`config.mk`:
```
export PLATFORM = sky130hd
export DESIGN_NAME = ulc_top
export DESIGN_NICKNAME = d
export VERILOG_FILES = /design/src/rtl/ulc_pkg.sv /design/src/rtl/ulc_host_regs.sv /design/src/rtl/ulc_status.sv /design/src/rtl/ulc_launch.sv /design/src/rtl/ulc_top.sv
export SDC_FILE = /design/constraint.sdc
export NUM_CORES = 1
export LEC_CHECK = 0
export ABC_AREA = 0
export BUFFER_PORTS_ARGS = -buffer_cell sky130_fd_sc_hd__buf_2
export CAP_MARGIN = 10
export CELL_PAD_IN_SITES_DETAIL_PLACEMENT = 0
export CELL_PAD_IN_SITES_GLOBAL_PLACEMENT = 2
export CORE_MARGIN = 4
export CORE_UTILIZATION = 35
export CTS_CLUSTER_DIAMETER = 30
export DETAILED_ROUTE_END_ITERATION = 6
export MAX_ROUTING_LAYER = met4
export PLACE_DENSITY = 0.92
export SKIP_CTS_REPAIR_TIMING = 1
export SYNTH_ARGS = -nofsm -noshare
export SYNTH_HDL_FRONTEND = slang
export SYNTH_HIERARCHICAL = 1
export SYNTH_SLANG_ARGS = --single-unit
export TNS_END_PERCENT = 1
```
`constraint.sdc`:
```
create_clock -name clk -period 3.1 [get_ports clk]
set_input_delay 0 -clock clk [delete_from_list [all_inputs] [get_ports clk]]
set_output_delay 0 -clock clk [all_outputs]
set_load 0.02 [all_outputs]
```
`src/rtl/ulc_pkg.sv`:
```
`timescale 1ns/1ps
package ulc_pkg;
   // status word bit positions (host visible encoding)
   localparam int ST_BUSY = 0;
   localparam int ST_DONE = 1;
   localparam int ST_IE   = 2;
   localparam int ST_ACK  = 3;
   localparam int ST_SRST = 4;
   localparam int ST_W    = 5;

   typedef enum logic [1:0] {
      RSEL_STATUS = 2'd0,
      RSEL_UPC    = 2'd1,
      RSEL_DPTR   = 2'd2,
      RSEL_XCTL   = 2'd3
   } reg_sel_e;

   typedef struct packed {
      logic ie;
      logic done;
      logic busy;
   } status_t;
endpackage

```
`src/rtl/ulc_host_regs.sv`:
```
`timescale 1ns/1ps
module ulc_host_regs
   import ulc_pkg::*;
#(
   parameter int PTR_W   = 32,
   parameter int XCTL_W  = 16,
   parameter int HOST_DW = 32
) (
   input  logic               clk,
   input  logic               rst_n,
   input  logic               wr_en,
   input  reg_sel_e           sel,
   input  logic [HOST_DW-1:0] wdata,
   input  logic               busy,
   output logic [PTR_W-1:0]   upc,
   output logic [PTR_W-1:0]   dptr,
   output logic [XCTL_W-1:0]  xctl
);
   logic wr_upc, wr_dptr, wr_xctl;

   // launch pointers are frozen while the engine runs
   assign wr_upc  = wr_en && (sel == RSEL_UPC)  && !busy;
   assign wr_dptr = wr_en && (sel == RSEL_DPTR) && !busy;
   assign wr_xctl = wr_en && (sel == RSEL_XCTL);

   always_ff @(posedge clk or negedge rst_n) begin
      if (!rst_n) begin
         upc  <= '0;
         dptr <= '0;
         xctl <= '0;
      end else begin
         if (wr_upc)  upc  <= wdata[PTR_W-1:0];
         if (wr_dptr) dptr <= wdata[PTR_W-1:0];
         if (wr_xctl) xctl <= wdata[XCTL_W-1:0];
      end
   end

   AST_UPC_FROZEN: assert property (@(posedge clk) disable iff (!rst_n)
      busy |=> $stable(upc));
   AST_DPTR_FROZEN: assert property (@(posedge clk) disable iff (!rst_n)
      busy |=> $stable(dptr));
endmodule

```
`src/rtl/ulc_status.sv`:
```
`timescale 1ns/1ps
module ulc_status
   import ulc_pkg::*;
(
   input  logic          clk,
   input  logic          rst_n,
   input  logic          wr_status,
   input  logic [ST_W-1:0] wbits,
   input  logic          eng_clr_busy,
   input  logic          eng_set_done,
   output status_t       st,
   output logic          soft_rst
);
   status_t st_n;
   logic    srst_n;

   always_comb begin
      st_n = st;
      // run flag: engine clear beats a host write only once already running
      if (wr_status)
         st_n.busy = wbits[ST_BUSY] & ~(eng_clr_busy & st.busy);
      else if (eng_clr_busy)
         st_n.busy = 1'b0;
      // completion flag: any set beats an acknowledge
      if (eng_set_done)
         st_n.done = 1'b1;
      else if (wr_status && wbits[ST_DONE])
         st_n.done = 1'b1;
      else if (wr_status && wbits[ST_ACK])
         st_n.done = 1'b0;
      if (wr_status)
         st_n.ie = wbits[ST_IE];
      srst_n = wr_status & wbits[ST_SRST] & ~wbits[ST_BUSY];
   end

   always_ff @(posedge clk or negedge rst_n) begin
      if (!rst_n) begin
         st       <= '0;
         soft_rst <= 1'b0;
      end else begin
         st       <= st_n;
         soft_rst <= srst_n;
      end
   end

   AST_ENG_CLR_STOPS: assert property (@(posedge clk) disable iff (!rst_n)
      (st.busy && eng_clr_busy) |=> !st.busy);
   AST_ENG_DONE_SETS: assert property (@(posedge clk) disable iff (!rst_n)
      eng_set_done |=> st.done);
   AST_ACK_CLEARS: assert property (@(posedge clk) disable iff (!rst_n)
      (wr_status && wbits[ST_ACK] && !wbits[ST_DONE] && !eng_set_done) |=> !st.done);
   AST_SRST_IDLE: assert property (@(posedge clk) disable iff (!rst_n)
      soft_rst |-> !st.busy);
   AST_SRST_PULSE: assert property (@(posedge clk) disable iff (!rst_n)
      soft_rst |=> (!soft_rst || $past(wr_status)));
endmodule

```
`src/rtl/ulc_launch.sv`:
```
`timescale 1ns/1ps
module ulc_launch #(
   parameter bit IRQ_REG = 1'b0
) (
   input  logic clk,
   input  logic rst_n,
   input  logic busy,
   input  logic done,
   input  logic ie,
   output logic seq_clk_en,
   output logic fetch_req,
   output logic irq
);
   logic busy_d;

   always_ff @(posedge clk or negedge rst_n) begin
      if (!rst_n) busy_d <= 1'b0;
      else        busy_d <= busy;
   end

   assign seq_clk_en = busy;
   assign fetch_req  = busy & ~busy_d;

   generate
      if (IRQ_REG) begin : g_irq_reg
         logic irq_q;
         always_ff @(posedge clk or negedge rst_n) begin
            if (!rst_n) irq_q <= 1'b0;
            else        irq_q <= done & ie;
         end
         assign irq = irq_q;
         AST_IRQ_FOLLOWS: assert property (@(posedge clk) disable iff (!rst_n)
            (done && ie) |=> irq);
         AST_IRQ_DROPS: assert property (@(posedge clk) disable iff (!rst_n)
            !(done && ie) |=> !irq);
      end else begin : g_irq_comb
         assign irq = done & ie;
      end
   endgenerate

   AST_FETCH_SINGLE: assert property (@(posedge clk) disable iff (!rst_n)
      fetch_req |=> !fetch_req);
   AST_FETCH_NEEDS_EDGE: assert property (@(posedge clk) disable iff (!rst_n)
      (busy && seq_clk_en) |=> (!fetch_req || !$past(busy) || !busy));
endmodule

```
`src/rtl/ulc_top.sv`:
```
`timescale 1ns/1ps
module ulc_top
   import ulc_pkg::*;
#(
   parameter int PTR_W   = 32,
   parameter int XCTL_W  = 16,
   parameter int HOST_DW = 32,
   parameter bit IRQ_REG = 1'b0
) (
   input  logic               clk,
   input  logic               rst_n,
   input  logic               host_wr,
   input  logic [1:0]         host_waddr,
   input  logic [HOST_DW-1:0] host_wdata,
   output logic [HOST_DW-1:0] host_rdata,
   input  logic               eng_clr_busy,
   input  logic               eng_set_done,
   output logic               seq_clk_en,
   output logic               fetch_req,
   output logic [PTR_W-1:0]   fetch_addr,
   output logic               soft_rst,
   output logic               irq,
   output logic [PTR_W-1:0]   dptr,
   output logic [XCTL_W-1:0]  xfer_ctl
);
   localparam int STAT_PAD = HOST_DW - 3;

   generate
      if (PTR_W < 1 || PTR_W > HOST_DW) begin : g_bad_ptr
         $error("ulc_top: PTR_W must be 1..HOST_DW");
      end
      if (XCTL_W < 1 || XCTL_W > HOST_DW) begin : g_bad_xctl
         $error("ulc_top: XCTL_W must be 1..HOST_DW");
      end
      if (HOST_DW < ST_W) begin : g_bad_dw
         $error("ulc_top: HOST_DW too narrow for the status word");
      end
   endgenerate

   reg_sel_e          sel;
   status_t           st;
   logic [PTR_W-1:0]  upc;

   assign sel = reg_sel_e'(host_waddr);

   ulc_host_regs #(
      .PTR_W  (PTR_W),
      .XCTL_W (XCTL_W),
      .HOST_DW(HOST_DW)
   ) u_regs (
      .clk  (clk),
      .rst_n(rst_n),
      .wr_en(host_wr),
      .sel  (sel),
      .wdata(host_wdata),
      .busy (st.busy),
      .upc  (upc),
      .dptr (dptr),
      .xctl (xfer_ctl)
   );

   ulc_status u_stat (
      .clk         (clk),
      .rst_n       (rst_n),
      .wr_status   (host_wr && (sel == RSEL_STATUS)),
      .wbits       (host_wdata[ST_W-1:0]),
      .eng_clr_busy(eng_clr_busy),
      .eng_set_done(eng_set_done),
      .st          (st),
      .soft_rst    (soft_rst)
   );

   ulc_launch #(
      .IRQ_REG(IRQ_REG)
   ) u_launch (
      .clk       (clk),
      .rst_n     (rst_n),
      .busy      (st.busy),
      .done      (st.done),
      .ie        (st.ie),
      .seq_clk_en(seq_clk_en),
      .fetch_req (fetch_req),
      .irq       (irq)
   );

   assign fetch_addr = upc;

   always_comb begin
      unique case (sel)
         RSEL_STATUS: host_rdata = {{STAT_PAD{1'b0}}, st.ie, st.done, st.busy};
         RSEL_UPC:    host_rdata = HOST_DW'(upc);
         RSEL_DPTR:   host_rdata = HOST_DW'(dptr);
         default:     host_rdata = HOST_DW'(xfer_ctl);
      endcase
   end

   AST_FETCH_ADDR_HELD: assert property (@(posedge clk) disable iff (!rst_n)
      (fetch_req && seq_clk_en) |=> $stable(fetch_addr));
endmodule

```
# Word level (Yosys, flattened, before mapping)
# Cells that the tools add are included.
# Widths: inputs -> output; s select.
classes:
  shift: 0
  n_reduce_logical: 12
  bitwise: 9
  muxes: 6
  n_mul: 0
  div: 0
  n_eq_ne: 3
  n_addsub: 0
  n_lt_le_gt_ge: 0
ops:
  columns: ["op", "count"]
  rows:
  - ["$pmux 32 s3", 1]
  - ["$logic_and 1x1->1", 8]
  - ["$and 1x1->1", 6]
  - ["$mux 1", 5]
  - ["$eq 2x2->1 const B", 2]
  - ["$not 1->1", 3]
  - ["$reduce_bool 3->1", 1]
  - ["$eq 2x1->1 const B", 1]
  - ["$logic_not 2->1", 1]
  - ["$reduce_bool 2->1", 1]
  - ["$logic_not 1->1", 1]
totals:
  output_inout_bits: 116
  rom_bits: 0
  regBits: 85
  ramBits: 0
  latch_bits: 0
  inputBits: 39
  n_memories: 0

# Depth between registers and ports, before layout
logic_depth:
  depth_word: 6
  mapped_depth: 5

# Cells and area by module
# The synthesis kept the hierarchy.
modules_own_cells:
  columns: ["mod", "area_per_inst_um2", "instances", "cells_each"]
  rows:
  - ["ulc_host_regs", 3271.9, 1, 172]
  - ["ulc_top", 599.3, 1, 57]
  - ["ulc_status", 148.9, 1, 11]
  - ["ulc_launch", 52.6, 1, 4]

# Worst setup path after synthesis
# Ideal clock, no wire load.
synth_timing:
  kind: "flip-flop to flip-flop"
  startpoint: "register u_stat/st[0] (netlist name)"
  endpoint: "register u_regs.dptr[0]"
  stages_incl_launch_ff: 5
  arrival_ns: 1.320
  setup_ns: 0.125
  slack_ns: 1.655
  period_less_slack_ns: 1.445
  cell_sequence: "dfrtp_1 nor4bb_1 buf_4 buf_12 mux2_4"
synth_between:
  elab_chain_len: 2
synth_rtl:
  columns: ["item", "line", "rtl"]
  rows:
  - ["$logic_not 1->1", "ulc_host_regs.sv:23", "assign wr_dptr = wr_en && (sel == RSEL_DPTR) && !busy;"]
  - ["$logic_and 1x1->1", "ulc_host_regs.sv:23", null]
  - ["to (signal assigned)", "ulc_host_regs.sv:33", "if (wr_dptr) dptr <= wdata[PTR_W-1:0];"]
  - ["to (decl)", "ulc_host_regs.sv:16", "output logic [PTR_W-1:0] dptr,"]
# No other way between the ends.
# A chain may end at the register's enable or synchronous reset.

# Final worst setup path
layout_timing:
  startpoint: "register u_stat/st[0] (netlist name)"
  endpoint: "register u_regs.upc[31]"
layout_between:
  elab_chain_len: 2
layout_rtl:
  columns: ["item", "line", "rtl"]
  rows:
  - ["$logic_not 1->1", "ulc_host_regs.sv:22", "assign wr_upc = wr_en && (sel == RSEL_UPC) && !busy;"]
  - ["$logic_and 1x1->1", "ulc_host_regs.sv:22", null]
  - ["to (signal assigned)", "ulc_host_regs.sv:32", "if (wr_upc) upc <= wdata[PTR_W-1:0];"]
  - ["to (decl)", "ulc_host_regs.sv:15", "output logic [PTR_W-1:0] upc,"]
# No other way between the ends.

==> summary.md <==
- 9 — clock buffer count from CTS
- 4880 µm² — placed inst area
- 0.06 ns — clock slew at the register clock pins of the worst setup and hold paths
- 13400 µm² — die footprint
- 2.74 nW — leak pwr
- 36.5% — area grow syn2layout
- and4bb_2 — Slowest-stage cell, CP
- 27.6% — remaining max-slew budget at the tightest pin
- 2 — Longest Clk Path Bufs
- reg2reg — type of the setup path with the least slack
- flop — CP Capture Type
- dfrtp_1 52%, mux2_4 24%, mux2_2 7.7% — ranking of synthesized cells by area
- 0 — count of pins over their slew limit
- 852 nW/µm² — total power divided by cell area
- 3.31 ns — Req. time, crit path
- 283 — net count after synthesis
- 0.00790 ns — post-route clock skew
- 15300 µm — wire length of the first global-routing pass
- 52.2% — sequential element share of the synthesized area
- u_regs/upc[31] — destination of the critical timing path
- done — clock tree from TritonCTS
- 6780 µm — detailed-placement wirelength estimate
- 0 — antenna violations before repair
- 86 — maximum number of pins on one net before global-route repair
- flop — kind of start point of the critical path
- finished clean — status
- 141 — starting DRC count in detailed routing
- u_stat/st[0] — worst setup path startpoint
- 4.80 — routed via count divided by cell count
- 85 — flip-flop and latch count after synthesis
- 1.09 ns — transition time at the pin with the least slew margin
- 63.7% — part of the cycle the worst path needs
- 155 — number of top-level design ports
- 17.7 µm — drt wl/cell
- 0 — # diodes
- 0.74 ns — maximum single-stage delay on the critical path
- 2676 — number of global-route vias before repair
- 85 — clock sinks
- 21 — count of unique library cells instantiated by Yosys
- 6 — Syn. warnings
- dfrtp_1 — count leader, synth
- u_regs/upc[31] — end of the worst register-to-register path
- 0 — total congestion overflow
- clkbuf_16 — buffer cell driving the clock tree root
- 19 — highest net fanout along the worst path
- u_stat/st[0] — critical register-to-register path startpoint
- 85 x dfrtp_1, 66 x mux2_4, 29 x a22o_1, 28 x mux2_2, 9 x buf_6 — commonest cells in the netlist
- 0 — Hold Vio Cnt, Final
- 0 — remaining routing DRC violations
- 35.7% — starting utilization of the core area
- 116 µm — die width
- false — RSZ-0062 raised after global routing
- 5560 µm² — post-layout instance area
- 0 — EDFF count, synth
- 0 ns — Fin Setup TNS
- 244 — instance count of the mapped netlist
- 0 — number of nets with antenna violations after routing
- 10200 µm — WL final
- 11400 µm² — area of the core region
- 1.98 ns — Final Critical Period
- 0.33 ns — later-pin clock latency in the skew report
- dfrtp_1 — flip-flop cell with the highest count after synthesis
- dfrtp_1 — biggest area consumer among synthesized cells
- in2reg — worst min-delay path category
- 0.754 — GP Congestion
- 1.12 ns — flop-to-flop setup slack
- 16.7 µm² — Post-Synthesis Mean Instance Area
- 0 — Final setup viols
- 63.2% — share of cells above drive strength 1
- 52.2% — share of the synthesized area in the top cell type
- 4 — number of cells traversed by the worst hold path
- 0.506 GHz — peak clock frequency supported by timing
- 4 — number of detailed-route iterations in the first pass
- 100% — Synth async-reset ratio
- 116 µm — Die Span Y
- 2772 — total via count after detailed routing
- 39 — Rows
- and4bb_2 -> buf_12 -> mux2_2 — cell breakdown of the critical path
- 0 — Max-Cap Viols
- 4070 µm² — area of the mapped netlist
- 3 — count of H-tree levels built during CTS
- 469 — NumNets Final
- 2.19 ns — arrival time at the worst endpoint
- 154 — number of buffer cells added on primary ports
- 15.3% — total track usage
- 0.446 mV — maximum vdd ir drop
- 3 — number of cells on the worst reg-to-reg path
worst max-delay path: cells and delay by family, from the launching register on:
family                 cells  cell delay, ns
flip-flops                 1            0.47
AND/OR/NAND/NOR            1            0.74
buffers and inverters      1            0.27
multiplexers               1            0.35
layout make-up:
type / count / area, µm²
clock buffer: 10 / 229
clock inverter: 6 / 87.6
fill: 1021 / 5860
multi-input combinational: 140 / 1760
sequential: 85 / 2130
tap: 143 / 179
timing repair buffer: 194 / 1180
placed cells by master (no fill, tap or decap):
cell and n:
buf_2 153, dfrtp_1 85, mux2_4 66, dlygate4sd3_1 36
a22o_1 29, mux2_2 28, clkbuf_16 9, buf_4 4
mux4_2 3, nor2b_4 2, nor2b_1 2, clkinv_4 2
clkinv_2 2, bufinv_16 2, and2_1 2, nor3b_1 1
clkbuf_1 1, nor4bb_4 1, and4bb_2 1, nand3_2 1
buf_12 1, nand2_1 1, a221o_1 1, nor2_1 1
a211oi_1 1
registers in the layout, summed over array words and instances, names as in the netlist:
register / flops
u_regs/dptr: 32
u_regs/upc: 32
u_launch/busy_d: 1
u_stat/st: 3
u_regs/xctl: 16
u_stat/soft_rst: 1
where the power goes:
group | switching [mW] | internal, mW | total, mW
Clock | 0.429 | 0.706 | 1.14
Combinational | 0.965 | 0.894 | 1.86
Sequential | 0.288 | 1.46 | 1.74
Total | 1.68 | 3.06 | 4.74
metrics by stage:
stage / hold slack [ns] / util (%) / instances / total power [mW] / setup slack, ns
final: 0.186 / 48.7 / 578 / 4.74 / 1.12
after global routing: 0.205 / 48.7 / 578 / 4.99 / 1.03
after CTS: -0.181 / 45.5 / 542 / 4.77 / 1.10
after detailed placement: 0.185 / 42.8 / 526 / 3.60 / 1.08
after global placement: 0.179 / 42.8 / 526 / 3.57 / 1.13
after floorplan: -0.296 / - / 244 / 2.97 / 1.66
cell families (layout without fill, tap and decap cells):
logic type,Yosys count,count (layout),share of synthesized area (%)
AO/OA/AOI/OAI,31,31,6.67
buffers and inverters,19,210,4.92
flip-flops,85,85,52.2
AND/OR/NAND/NOR,12,12,2.46
multiplexers,97,97,33.7
worst min path at each step:
stage	startpoint	end	slack [ns]
floorplan	rst_n	u_launch/busy_d	-0.30
global placement	eng_clr_busy	u_stat/st[0]	0.18
detailed placement	eng_clr_busy	u_stat/st[0]	0.19
CTS	eng_clr_busy	u_stat/st[0]	-0.18
global route	host_wr	u_stat/st[0]	0.20
finish	host_wr	u_stat/st[0]	0.19
routing by layer:
metal | share of wire [%] | up-vias | track usage, %
met4 | 1.1 | 0 | 4.87
met5 | 0 | - | -
met3 | 6.0 | 10 | 3.03
met1 | 47 | 1385 | 21.4
li1 | - | 1277 | -
met2 | 46 | 100 | 22.4
Note: power is estimated with default switching activity, not from simulation.
